## config.mk

```make
export PLATFORM = sky130hd
export DESIGN_NAME = mode_banked_regfile
export DESIGN_NICKNAME = d
export VERILOG_FILES = /design/src/rtl/rbk_pkg.sv /design/src/rtl/rbk_index_map.sv /design/src/rtl/rbk_store.sv /design/src/rtl/rbk_pc_status.sv /design/src/rtl/mode_banked_regfile.sv
export SDC_FILE = /design/constraint.sdc
export NUM_CORES = 2
export LEC_CHECK = 0
export BUFFER_PORTS_ARGS = -buffer_cell sky130_fd_sc_hd__clkbuf_2
export CORE_MARGIN = 3
export CORE_UTILIZATION = 50
export CTS_BUF_LIST = sky130_fd_sc_hd__clkbuf_2 sky130_fd_sc_hd__clkbuf_4 sky130_fd_sc_hd__clkbuf_8
export DETAILED_ROUTE_END_ITERATION = 10
export HOLD_SLACK_MARGIN = 0.1
export PLACE_DENSITY = 0.71
export SLEW_MARGIN = 20
export SYNTH_ARGS = -nofsm -noshare
export SYNTH_HDL_FRONTEND = slang
export SYNTH_SLANG_ARGS = --single-unit
```

## constraint.sdc

```tcl
create_clock -name clk -period 7.5 [get_ports clk]
set_input_delay 0.75 -clock clk [delete_from_list [all_inputs] [get_ports clk]]
set_output_delay 0.75 -clock clk [all_outputs]
set_load 0.005 [all_outputs]
```

## src/rtl/rbk_pkg.sv

```systemverilog
package rbk_pkg;
   localparam int unsigned WORD_W = 32;
   localparam int unsigned IDX_W  = 4;
   localparam int unsigned ADDR_W = 24;
   localparam int unsigned ST_W   = 8;

   typedef enum logic [1:0] {
      MODE_USR = 2'b00,
      MODE_FIQ = 2'b01,
      MODE_IRQ = 2'b10,
      MODE_SVC = 2'b11
   } mode_e;

   // Field order matches the packed bit layout, top bit first.
   typedef struct packed {
      logic [3:0]        nzcv;
      logic [1:0]        mask;   // {interrupt mask, fast-interrupt mask}
      logic [ADDR_W-1:0] addr;
      mode_e             mode;
   } r15_t;
endpackage

```

## src/rtl/rbk_index_map.sv

```systemverilog
module rbk_index_map
   import rbk_pkg::*;
#(
   parameter int unsigned FIQ_LO  = 8,
   parameter int unsigned PRIV_LO = 13,
   parameter int unsigned PHYS_W  = 5
) (
   input  logic [IDX_W-1:0]  arch_idx,
   input  mode_e             mode,
   input  logic              force_user,
   output logic [PHYS_W-1:0] phys_idx,
   output logic              is_pc
);
   localparam int unsigned SHARED_N = 15;
   localparam int unsigned FIQ_N    = SHARED_N - FIQ_LO;
   localparam int unsigned PRIV_N   = SHARED_N - PRIV_LO;
   localparam int unsigned FIQ_BASE = SHARED_N;
   localparam int unsigned IRQ_BASE = FIQ_BASE + FIQ_N;
   localparam int unsigned SVC_BASE = IRQ_BASE + PRIV_N;
   localparam logic [IDX_W-1:0] FIQ_LO_I  = IDX_W'(FIQ_LO);
   localparam logic [IDX_W-1:0] PRIV_LO_I = IDX_W'(PRIV_LO);
   localparam logic [PHYS_W-1:0] FIQ_OFS = PHYS_W'(FIQ_BASE - FIQ_LO);
   localparam logic [PHYS_W-1:0] IRQ_OFS = PHYS_W'(IRQ_BASE - PRIV_LO);
   localparam logic [PHYS_W-1:0] SVC_OFS = PHYS_W'(SVC_BASE - PRIV_LO);

   mode_e bank;
   logic  in_fiq_rng, in_priv_rng;

   always_comb begin
      bank        = force_user ? MODE_USR : mode;
      is_pc       = (arch_idx == {IDX_W{1'b1}});
      in_fiq_rng  = (arch_idx >= FIQ_LO_I) && !is_pc;
      in_priv_rng = (arch_idx >= PRIV_LO_I) && !is_pc;
      phys_idx    = is_pc ? '0 : PHYS_W'(arch_idx);
      case (bank)
         MODE_FIQ: if (in_fiq_rng)  phys_idx = FIQ_OFS + PHYS_W'(arch_idx);
         MODE_IRQ: if (in_priv_rng) phys_idx = IRQ_OFS + PHYS_W'(arch_idx);
         MODE_SVC: if (in_priv_rng) phys_idx = SVC_OFS + PHYS_W'(arch_idx);
         default:  ;
      endcase
   end
endmodule

```

## src/rtl/rbk_store.sv

```systemverilog
module rbk_store #(
   parameter int unsigned DEPTH       = 26,
   parameter int unsigned PHYS_W      = 5,
   parameter int unsigned WORD_W      = 32,
   parameter bit          RESET_STORE = 1'b1
) (
   input  logic              clk,
   input  logic              rst,
   input  logic              we,
   input  logic [PHYS_W-1:0] wa,
   input  logic [WORD_W-1:0] wd,
   input  logic [PHYS_W-1:0] ra_a,
   output logic [WORD_W-1:0] rd_a,
   input  logic [PHYS_W-1:0] ra_b,
   output logic [WORD_W-1:0] rd_b
);
   logic [WORD_W-1:0] mem [DEPTH];

   generate
      if (RESET_STORE) begin : g_rst_store
         always_ff @(posedge clk) begin
            if (rst) begin
               for (int i = 0; i < DEPTH; i++) mem[i] <= '0;
            end else if (we && (int'(wa) < DEPTH)) begin
               mem[wa] <= wd;
            end
         end
      end else begin : g_plain_store
         logic unused_rst;
         assign unused_rst = rst;
         always_ff @(posedge clk) begin
            if (we && (int'(wa) < DEPTH)) mem[wa] <= wd;
         end
      end
   endgenerate

   assign rd_a = (int'(ra_a) < DEPTH) ? mem[ra_a] : '0;
   assign rd_b = (int'(ra_b) < DEPTH) ? mem[ra_b] : '0;
endmodule

```

## src/rtl/rbk_pc_status.sv

```systemverilog
module rbk_pc_status
   import rbk_pkg::*;
#(
   parameter bit USER_NZCV_WR = 1'b1
) (
   input  logic              clk,
   input  logic              rst,
   input  logic              wr_hit,
   input  logic [WORD_W-1:0] wr_data,
   input  logic              wr_st,
   input  logic              upd_pc_en,
   input  logic [ADDR_W-1:0] upd_pc_addr,
   input  logic              upd_st_en,
   input  logic [ST_W-1:0]   upd_st_val,
   output r15_t              cur
);
   localparam r15_t RST_VAL = '{nzcv: 4'b0000, mask: 2'b11, addr: '0, mode: MODE_SVC};

   r15_t            nxt;
   logic            priv, st_go, port_st;
   logic [ST_W-1:0] st_src;
   logic            nzcv_ok;

   generate
      if (USER_NZCV_WR) begin : g_nzcv_any
         assign nzcv_ok = 1'b1;
      end else begin : g_nzcv_priv
         assign nzcv_ok = priv;
      end
   endgenerate

   always_comb begin
      nxt     = cur;
      priv    = (cur.mode != MODE_USR);
      port_st = wr_hit && wr_st;
      st_go   = port_st || upd_st_en;
      st_src  = port_st ? {wr_data[31:26], wr_data[1:0]} : upd_st_val;
      if (wr_hit)         nxt.addr = wr_data[ADDR_W+1:2];
      else if (upd_pc_en) nxt.addr = upd_pc_addr;
      if (st_go) begin
         if (nzcv_ok) nxt.nzcv = st_src[7:4];
         if (priv) begin
            nxt.mask = st_src[3:2];
            nxt.mode = mode_e'(st_src[1:0]);
         end
      end
   end

   always_ff @(posedge clk) begin
      if (rst) cur <= RST_VAL;
      else     cur <= nxt;
   end
endmodule

```

## src/rtl/mode_banked_regfile.sv

```systemverilog
module mode_banked_regfile
   import rbk_pkg::*;
#(
   parameter int unsigned FIQ_LO       = 8,
   parameter int unsigned PRIV_LO      = 13,
   parameter bit          RESET_STORE  = 1'b1,
   parameter bit          USER_NZCV_WR = 1'b1
) (
   input  logic        clk,
   input  logic        rst,
   input  logic [3:0]  rd_a_idx,
   output logic [31:0] rd_a_data,
   input  logic [3:0]  rd_b_idx,
   output logic [31:0] rd_b_data,
   input  logic        wr_en,
   input  logic [3:0]  wr_idx,
   input  logic [31:0] wr_data,
   input  logic        wr_st,
   input  logic        force_user,
   input  logic        upd_pc_en,
   input  logic [23:0] upd_pc_addr,
   input  logic        upd_st_en,
   input  logic [7:0]  upd_st_val,
   output logic [31:0] r15_word
);
   localparam int unsigned DEPTH  = 15 + (15 - FIQ_LO) + 2 * (15 - PRIV_LO);
   localparam int unsigned PHYS_W = $clog2(DEPTH);
   localparam int unsigned RD_N   = 2;

   generate
      if (FIQ_LO < 1 || FIQ_LO > PRIV_LO) begin : g_bad_fiq_lo
         $error("FIQ_LO must lie in 1..PRIV_LO");
      end
      if (PRIV_LO > 14) begin : g_bad_priv_lo
         $error("PRIV_LO must not exceed 14");
      end
   endgenerate

   r15_t              r15_q;
   logic [IDX_W-1:0]  rd_idx  [RD_N];
   logic [PHYS_W-1:0] rd_phys [RD_N];
   logic              rd_pc   [RD_N];
   logic [WORD_W-1:0] rd_mem  [RD_N];
   logic [WORD_W-1:0] rd_out  [RD_N];
   logic [PHYS_W-1:0] wr_phys;
   logic              wr_pc;

   assign rd_idx[0] = rd_a_idx;
   assign rd_idx[1] = rd_b_idx;

   genvar p;
   generate
      for (p = 0; p < RD_N; p++) begin : g_rd
         rbk_index_map #(.FIQ_LO(FIQ_LO), .PRIV_LO(PRIV_LO), .PHYS_W(PHYS_W)) u_map (
            .arch_idx   (rd_idx[p]),
            .mode       (r15_q.mode),
            .force_user (force_user),
            .phys_idx   (rd_phys[p]),
            .is_pc      (rd_pc[p])
         );
         assign rd_out[p] = rd_pc[p] ? r15_q : rd_mem[p];
      end
   endgenerate

   rbk_index_map #(.FIQ_LO(FIQ_LO), .PRIV_LO(PRIV_LO), .PHYS_W(PHYS_W)) u_wr_map (
      .arch_idx   (wr_idx),
      .mode       (r15_q.mode),
      .force_user (force_user),
      .phys_idx   (wr_phys),
      .is_pc      (wr_pc)
   );

   rbk_store #(.DEPTH(DEPTH), .PHYS_W(PHYS_W), .WORD_W(WORD_W), .RESET_STORE(RESET_STORE)) u_store (
      .clk  (clk),
      .rst  (rst),
      .we   (wr_en && !wr_pc),
      .wa   (wr_phys),
      .wd   (wr_data),
      .ra_a (rd_phys[0]),
      .rd_a (rd_mem[0]),
      .ra_b (rd_phys[1]),
      .rd_b (rd_mem[1])
   );

   rbk_pc_status #(.USER_NZCV_WR(USER_NZCV_WR)) u_r15 (
      .clk         (clk),
      .rst         (rst),
      .wr_hit      (wr_en && wr_pc),
      .wr_data     (wr_data),
      .wr_st       (wr_st),
      .upd_pc_en   (upd_pc_en),
      .upd_pc_addr (upd_pc_addr),
      .upd_st_en   (upd_st_en),
      .upd_st_val  (upd_st_val),
      .cur         (r15_q)
   );

   assign rd_a_data = rd_out[0];
   assign rd_b_data = rd_out[1];
   assign r15_word  = r15_q;
endmodule

```

**Yosys cells after proc, flatten, opt, wreduce, memory -nomap -nowiden**

Memories as Yosys holds them, arrays and structs flattened.
Index checks and enable logic that the tools add are counted.

- Magnitude comparators: 9
- Equality and inequality tests: 6
- Shift-type cells: 0
- Bitwise operators: 0
- Multiplexer cells: 31
- Multipliers: 0
- Reductions and logical operators: 18
- Div/mod/pow operators: 0
- Add/sub/neg operators: 9

Operators with widths:

| operator | count |
|---|---|
| $mux W32 | 5 |
| $mux W5 | 10 |
| $mux W24 | 2 |
| $pmux W5 S3 | 3 |
| $reduce_or A32 Y1 | 1 |
| $add A4 B4 Y5 const A | 6 |
| $ge A4 B4 Y1 const B | 6 |
| $add A3 B4 Y5 const A | 3 |
| $lt A5 B5 Y1 const B | 3 |
| $eq A4 B4 Y1 const B | 3 |
| $mux W4 | 3 |
| $logic_and A1 B1 Y1 | 10 |
| $mux W8 | 1 |
| $mux W1 | 6 |
| $eq A2 B2 Y1 const B | 2 |
| $reduce_bool A2 Y1 | 2 |
| $logic_not A1 Y1 | 3 |
| $eq A2 B1 Y1 const B | 1 |
| $mux W2 | 1 |
| $reduce_and A2 Y1 | 1 |
| $logic_or A1 B1 Y1 | 1 |

- Input bits: 83
- Bits in writable memories: 832
- Register bits: 32
- ROM bits: 0
- Memories: 1
- Latch bits: 0

Memories:

| name | words | bits a word | read ports | clocked after memory_dff | write ports | line | text |
|---|---|---|---|---|---|---|---|
| u_store.mem | 26 | 32 | 2 | 0 | 26 | rbk_store.sv:17 | `logic [WORD_W-1:0] mem [DEPTH];` |

**Depth between registers and ports, before layout**

- Word-level depth: 12
- Gate-level depth with buffers: 15
- Depth with buffers taken out: 10

**By module**

A second synthesis with hierarchy kept.

- Cell total of the unflattened synthesis: 3453
- Area total of the unflattened synthesis: 47912.2 um^2

By module, submodules not included:

| module | cells each | times used | area each (um^2) |
|---|---|---|---|
| rbk_store | 3117 | 1 | 44317.5 |
| rbk_pc_status | 145 | 1 | 1637.8 |
| mode_banked_regfile | 74 | 1 | 1101.1 |
| rbk_index_map | 39 | 3 | 285.3 |

**Worst setup path after synthesis**

OpenSTA, ideal clock, no wires.

- Path type: input-to-output
- From: input port rd_a_idx[0]
- To: output port rd_a_data[10]
- Required time: 6750 ps
- Path buffers: 3
- Setup slack: 3162 ps
- Data arrival time: 3588 ps
- Stages: 13
- Path through: clkbuf_1 > inv_1 > ha_1 > nand2b_1 > nand3_4 > a2111o_1 > buf_6 > nand2_4 > buf_2 > mux4_2 > nand3_1 > nand2_1 > o32a_1

- Word-level cells in the longest chain between the ends: 8

Ends and longest elaborated chain:

| element | line | text |
|---|---|---|
| start, declared | mode_banked_regfile.sv:11 | `input logic [3:0] rd_a_idx,` |
| branches (longest 7 deep; another with $mem_v2 Z26 W32) | n/a |  |
| $mux W32 * | mode_banked_regfile.sv:61 | `assign rd_out[p] = rd_pc[p] ? r15_q : rd_mem[p];` |
| end, declared | mode_banked_regfile.sv:12 | `output logic [31:0] rd_a_data,` |

Every way passes the cells marked *.

**Worst setup path after layout**

- From: register u_r15.cur[0] (netlist bit)
- To: output port rd_a_data[29]

- Word-level cells in the longest chain between the ends: 6

Ends and longest elaborated chain:

| element | line | text |
|---|---|---|
| start, declared | rbk_pc_status.sv:15 | `output r15_t cur` |
| start signal, assigned | rbk_pc_status.sv:51 | `else cur <= nxt;` |
| $mux W2 * | rbk_index_map.sv:30 | `bank = force_user ? MODE_USR : mode;` |
| $eq A2 B2 Y1 or $eq A2 B1 Y1 (tied branches) | rbk_index_map.sv:35 | `case (bank)` |
| $pmux W5 S3 * | rbk_index_map.sv:35 |  |
| $mem_v2 Z26 W32 or $lt A5 B5 Y1 (tied branches) | n/a |  |
| $mux W32 * | rbk_store.sv:37 | `assign rd_a = (int'(ra_a) < DEPTH) ? mem[ra_a] : '0;` |
| $mux W32 * | mode_banked_regfile.sv:61 |  |

Every way passes the cells marked *; elsewhere a longest branch is shown, timed or not.

==> run_results.csv <==
group,metric,value,unit
timing,fin_crit_sh,90.21,%
route,drt_iter0_drc,7130,
floorplanning,die_x,321.9,um
place,placed_area,51640,sq um
worst_setup_path,crit_path_start,"u_r15.cur[0]",
hold_path,min_to,"u_r15.cur[0]",
worst_setup_path,r2r_start,"u_r15.cur[0]",
grt,met1_usage,46.78,%
worst_setup_path,crit_fanout,84,
route,vias,42360,
logic_synthesis,synth_edf_count,832,
pwr,p_per_area,223.5,nW/um^2
cts,cts.sinks,864,
floorplanning,fp.coreArea,98710,sq um
route,via_per_inst,6.981,
timing,min_period,6.766,ns
hold_path,whs_path_depth,3,
timing,finalSetupViolations,0,
timing,relSlewSlack,16.00,%
timing,report.final.slew_viol_count,0,
cts,htree_levels,4,
final_layout,final_area,54650,sq um
cts,cts_setup_buffers,0,
floorplanning,io_pins,179,
logic_synthesis,yosysTopAreaCell,"edfxtp_1",
grt,met2_usage,54.26,%
logic_synthesis,synth_fp_nets,4786,
timing,skew,0.03206,ns
logic_synthesis,ys_warn_count,0,
logic_synthesis,synth_top_cell_area_share,50.08,%
logic_synthesis,syn_area,49890,sq um
timing,rsz0062_at_grt,"false",
grt,first_global_vias,40160,
worst_setup_path,reg2reg_depth,10,
logic_synthesis,yosysSeqAreaShare,51.37,%
timing,holdWs,0.2282,ns
route,drtAntennaViolNets,0,
final_layout,drive_above_1_share,16.47,%
floorplanning,dieArea,103600,sq um
grt,grt_start_max_net_pins,131,
route,dr.pass1.iters,8,
logic_synthesis,syn_inst,4694,
final_layout,area_growth_syn_to_layout,9.546,%
final_layout,instances_no_fill,6068,
logic_synthesis,synth-async-reset-ratio,0,%
timing,worstMarginPinSlew,1.260,ns
worst_setup_path,crit_path_start_kind,"register",
worst_setup_path,cp.arrival,6.02,ns
logic_synthesis,synth.avg_cell_area,10.63,sq um
cts,cts.repair.resized,0,
hold_path,worstHoldStart,"upd_st_val[0]",
grt,grt_util_all_layers,36.39,%
logic_synthesis,yosysUniqueCellTypes,77,
hold_path,hold_path.class,"primary input to register",
timing,setup_tns,0,ns
place,port_buffers,178,
logic_synthesis,synth_seq_cells,864,
logic_synthesis,synth_flop_cell,"edfxtp_1",
grt,grt_pass1_wl,274.4,mm
floorplanning,die_y,321.9,um
run,cap_violations,0,
cts,cts_root_buf,"clkbuf_8",
pwr,p_leak,20.86,nW
grt,grtUsageMet3,10.63,%
cts,cts_buffers,148,
cts,cts.clk_slew.worst_paths,0.07,ns
floorplanning,num_rows,115,
place,place_congestion,0.9369,
route,route.detailed.drc,0,
logic_synthesis,synthTopCellsByArea,"edfxtp_1, and2_1, mux2i_1",
place,dp_hpwl,113.8,mm
worst_setup_path,regToRegSetupSlack,2.45,ns
cts,insertion_delay,0.82,ns
final_layout,nets,4744,
cts,clock_path_buffers,3,
grt,antenna_found_initial,22,
route,routed_wl,193.0,mm
timing,achievable-frequency,147.8,MHz
place,dp.cells,5788,
status,outcome,"complete, no violations",
worst_setup_path,end_kind,"output pin",
cts,cts_tree,"yes",
worst_setup_path,worstSetupPathType,"register to output pin",
pwr,power,12.21,mW
route,wl_per_cell,31.81,um
worst_setup_path,cp.required,6.75,ns
timing,finalHoldViolations,0,
grt,top_usage_layer,"met2",
grt,grt.overflow.total,0,
floorplanning,initial_core_util,50.54,%
cts,hold_buffers,0,
worst_setup_path,worstReg2RegEnd,"u_store.mem[11][31]",
pwr,ir_drop,0.1999,mV
==> per-layer routing <==
layer	up-vias	part of all wire (%)
met5	-	0.033
met2	3765	43
met1	20310	35
li1	17380	-
met4	10	6.7
met3	896	15
==> Yosys cell counts (17+ instances only) <==
library cell	n
and2_1	868
edfxtp_1	832
nand2_1	504
clkbuf_1	354
and3_1	264
a211oi_1	257
mux2i_1	229
nand3_1	160
o21ai_0	123
nor2_1	105
mux2_2	96
o22ai_1	96
buf_2	90
a21oi_1	76
a311oi_1	66
a31oi_1	36
a22oi_1	35
nand4_1	34
o21a_1	34
nor4_1	33
dfxtp_1	32
nor4b_1	32
mux4_2	31
o32a_1	31
a32oi_1	30
or2_2	28
buf_4	26
a311o_1	21
a2111oi_2	17
==> where the power goes <==
group          internal (mW)  switching, mW
clock                   2.34           2.04
sequential              5.50          0.138
combinational          0.696           1.50
==> cells in the final DEF, fill, tap and decap left out, drive strengths merged, types with 106 or more instances in the layout <==
cell type and n:
and3 264, and2 868, clkbuf 387, nand2 506, mux2i 229, edfxtp 832, o21ai 135, nor2 106
nand3 161, buf 120, a211oi 257
==> worst max path at each step <==
stage | to | slack, ns | cells after the start
after global routing | rd_b_data[16] | 0.59 | 11
after detailed placement | rd_a_data[19] | 1.43 | 13
final | rd_a_data[29] | 0.73 | 10
after global placement | rd_a_data[29] | 1.48 | 13
after CTS | rd_a_data[29] | 0.97 | 10
after floorplan | rd_a_data[10] | 3.16 | 13
==> per-stage QoR <==
stage          utilization [%]  setup slack [ns]
6_report                 55.36            0.7341
5_1_grt                  55.35            0.5894
4_1_cts                  55.32            0.9664
3_5_place_dp             52.32             1.434
3_3_place_gp             52.28             1.482
2_1_floorplan                -             3.162
==> kinds of logic after synthesis <==
| family | after synthesis | synth area share [%] |
|---|---|---|
| AOI/OAI and AO/OA | 890 | 13.07 |
| buffers and inverters | 499 | 4.299 |
| and+or+nand+nor | 2071 | 22.79 |
| muxes | 356 | 8.162 |
| DFF | 864 | 51.37 |
| adders and majority gates | 10 | 0.2458 |
| xor gates and xnor gates | 4 | 0.07024 |
==> worst max-delay path, cell delays in order, from the launching register on <==
cell and delay [ns]:
dfxtp_1 0.87, nor3b_4 0.42, nand2_2 0.16, a2111o_2 0.73
nand2_8 0.61, buf_4 0.46, a211oi_1 0.14, o21a_1 0.22
nor4_1 0.81, o32a_1 0.45, clkbuf_2 0.17
==> final cells by class <==
| cell class | instances | area (sq um) |
|---|---|---|
| well taps | 1287 | 1610 |
| multi-input cells | 3331 | 22430 |
| clock buffers | 209 | 2551 |
| inverters | 9 | 33.78 |
| clock inverters | 61 | 406.6 |
| flip-flops and latches | 864 | 25620 |
| diodes | 9 | 22.52 |
| fillers | 8337 | 44060 |
| repair buffers | 298 | 1964 |
==> sequential cells by signal, indices dropped and copies added, names as in the netlist <==
register and count:
u_store.mem 832, u_r15.cur 32
(Power assumes the default switching activity.)
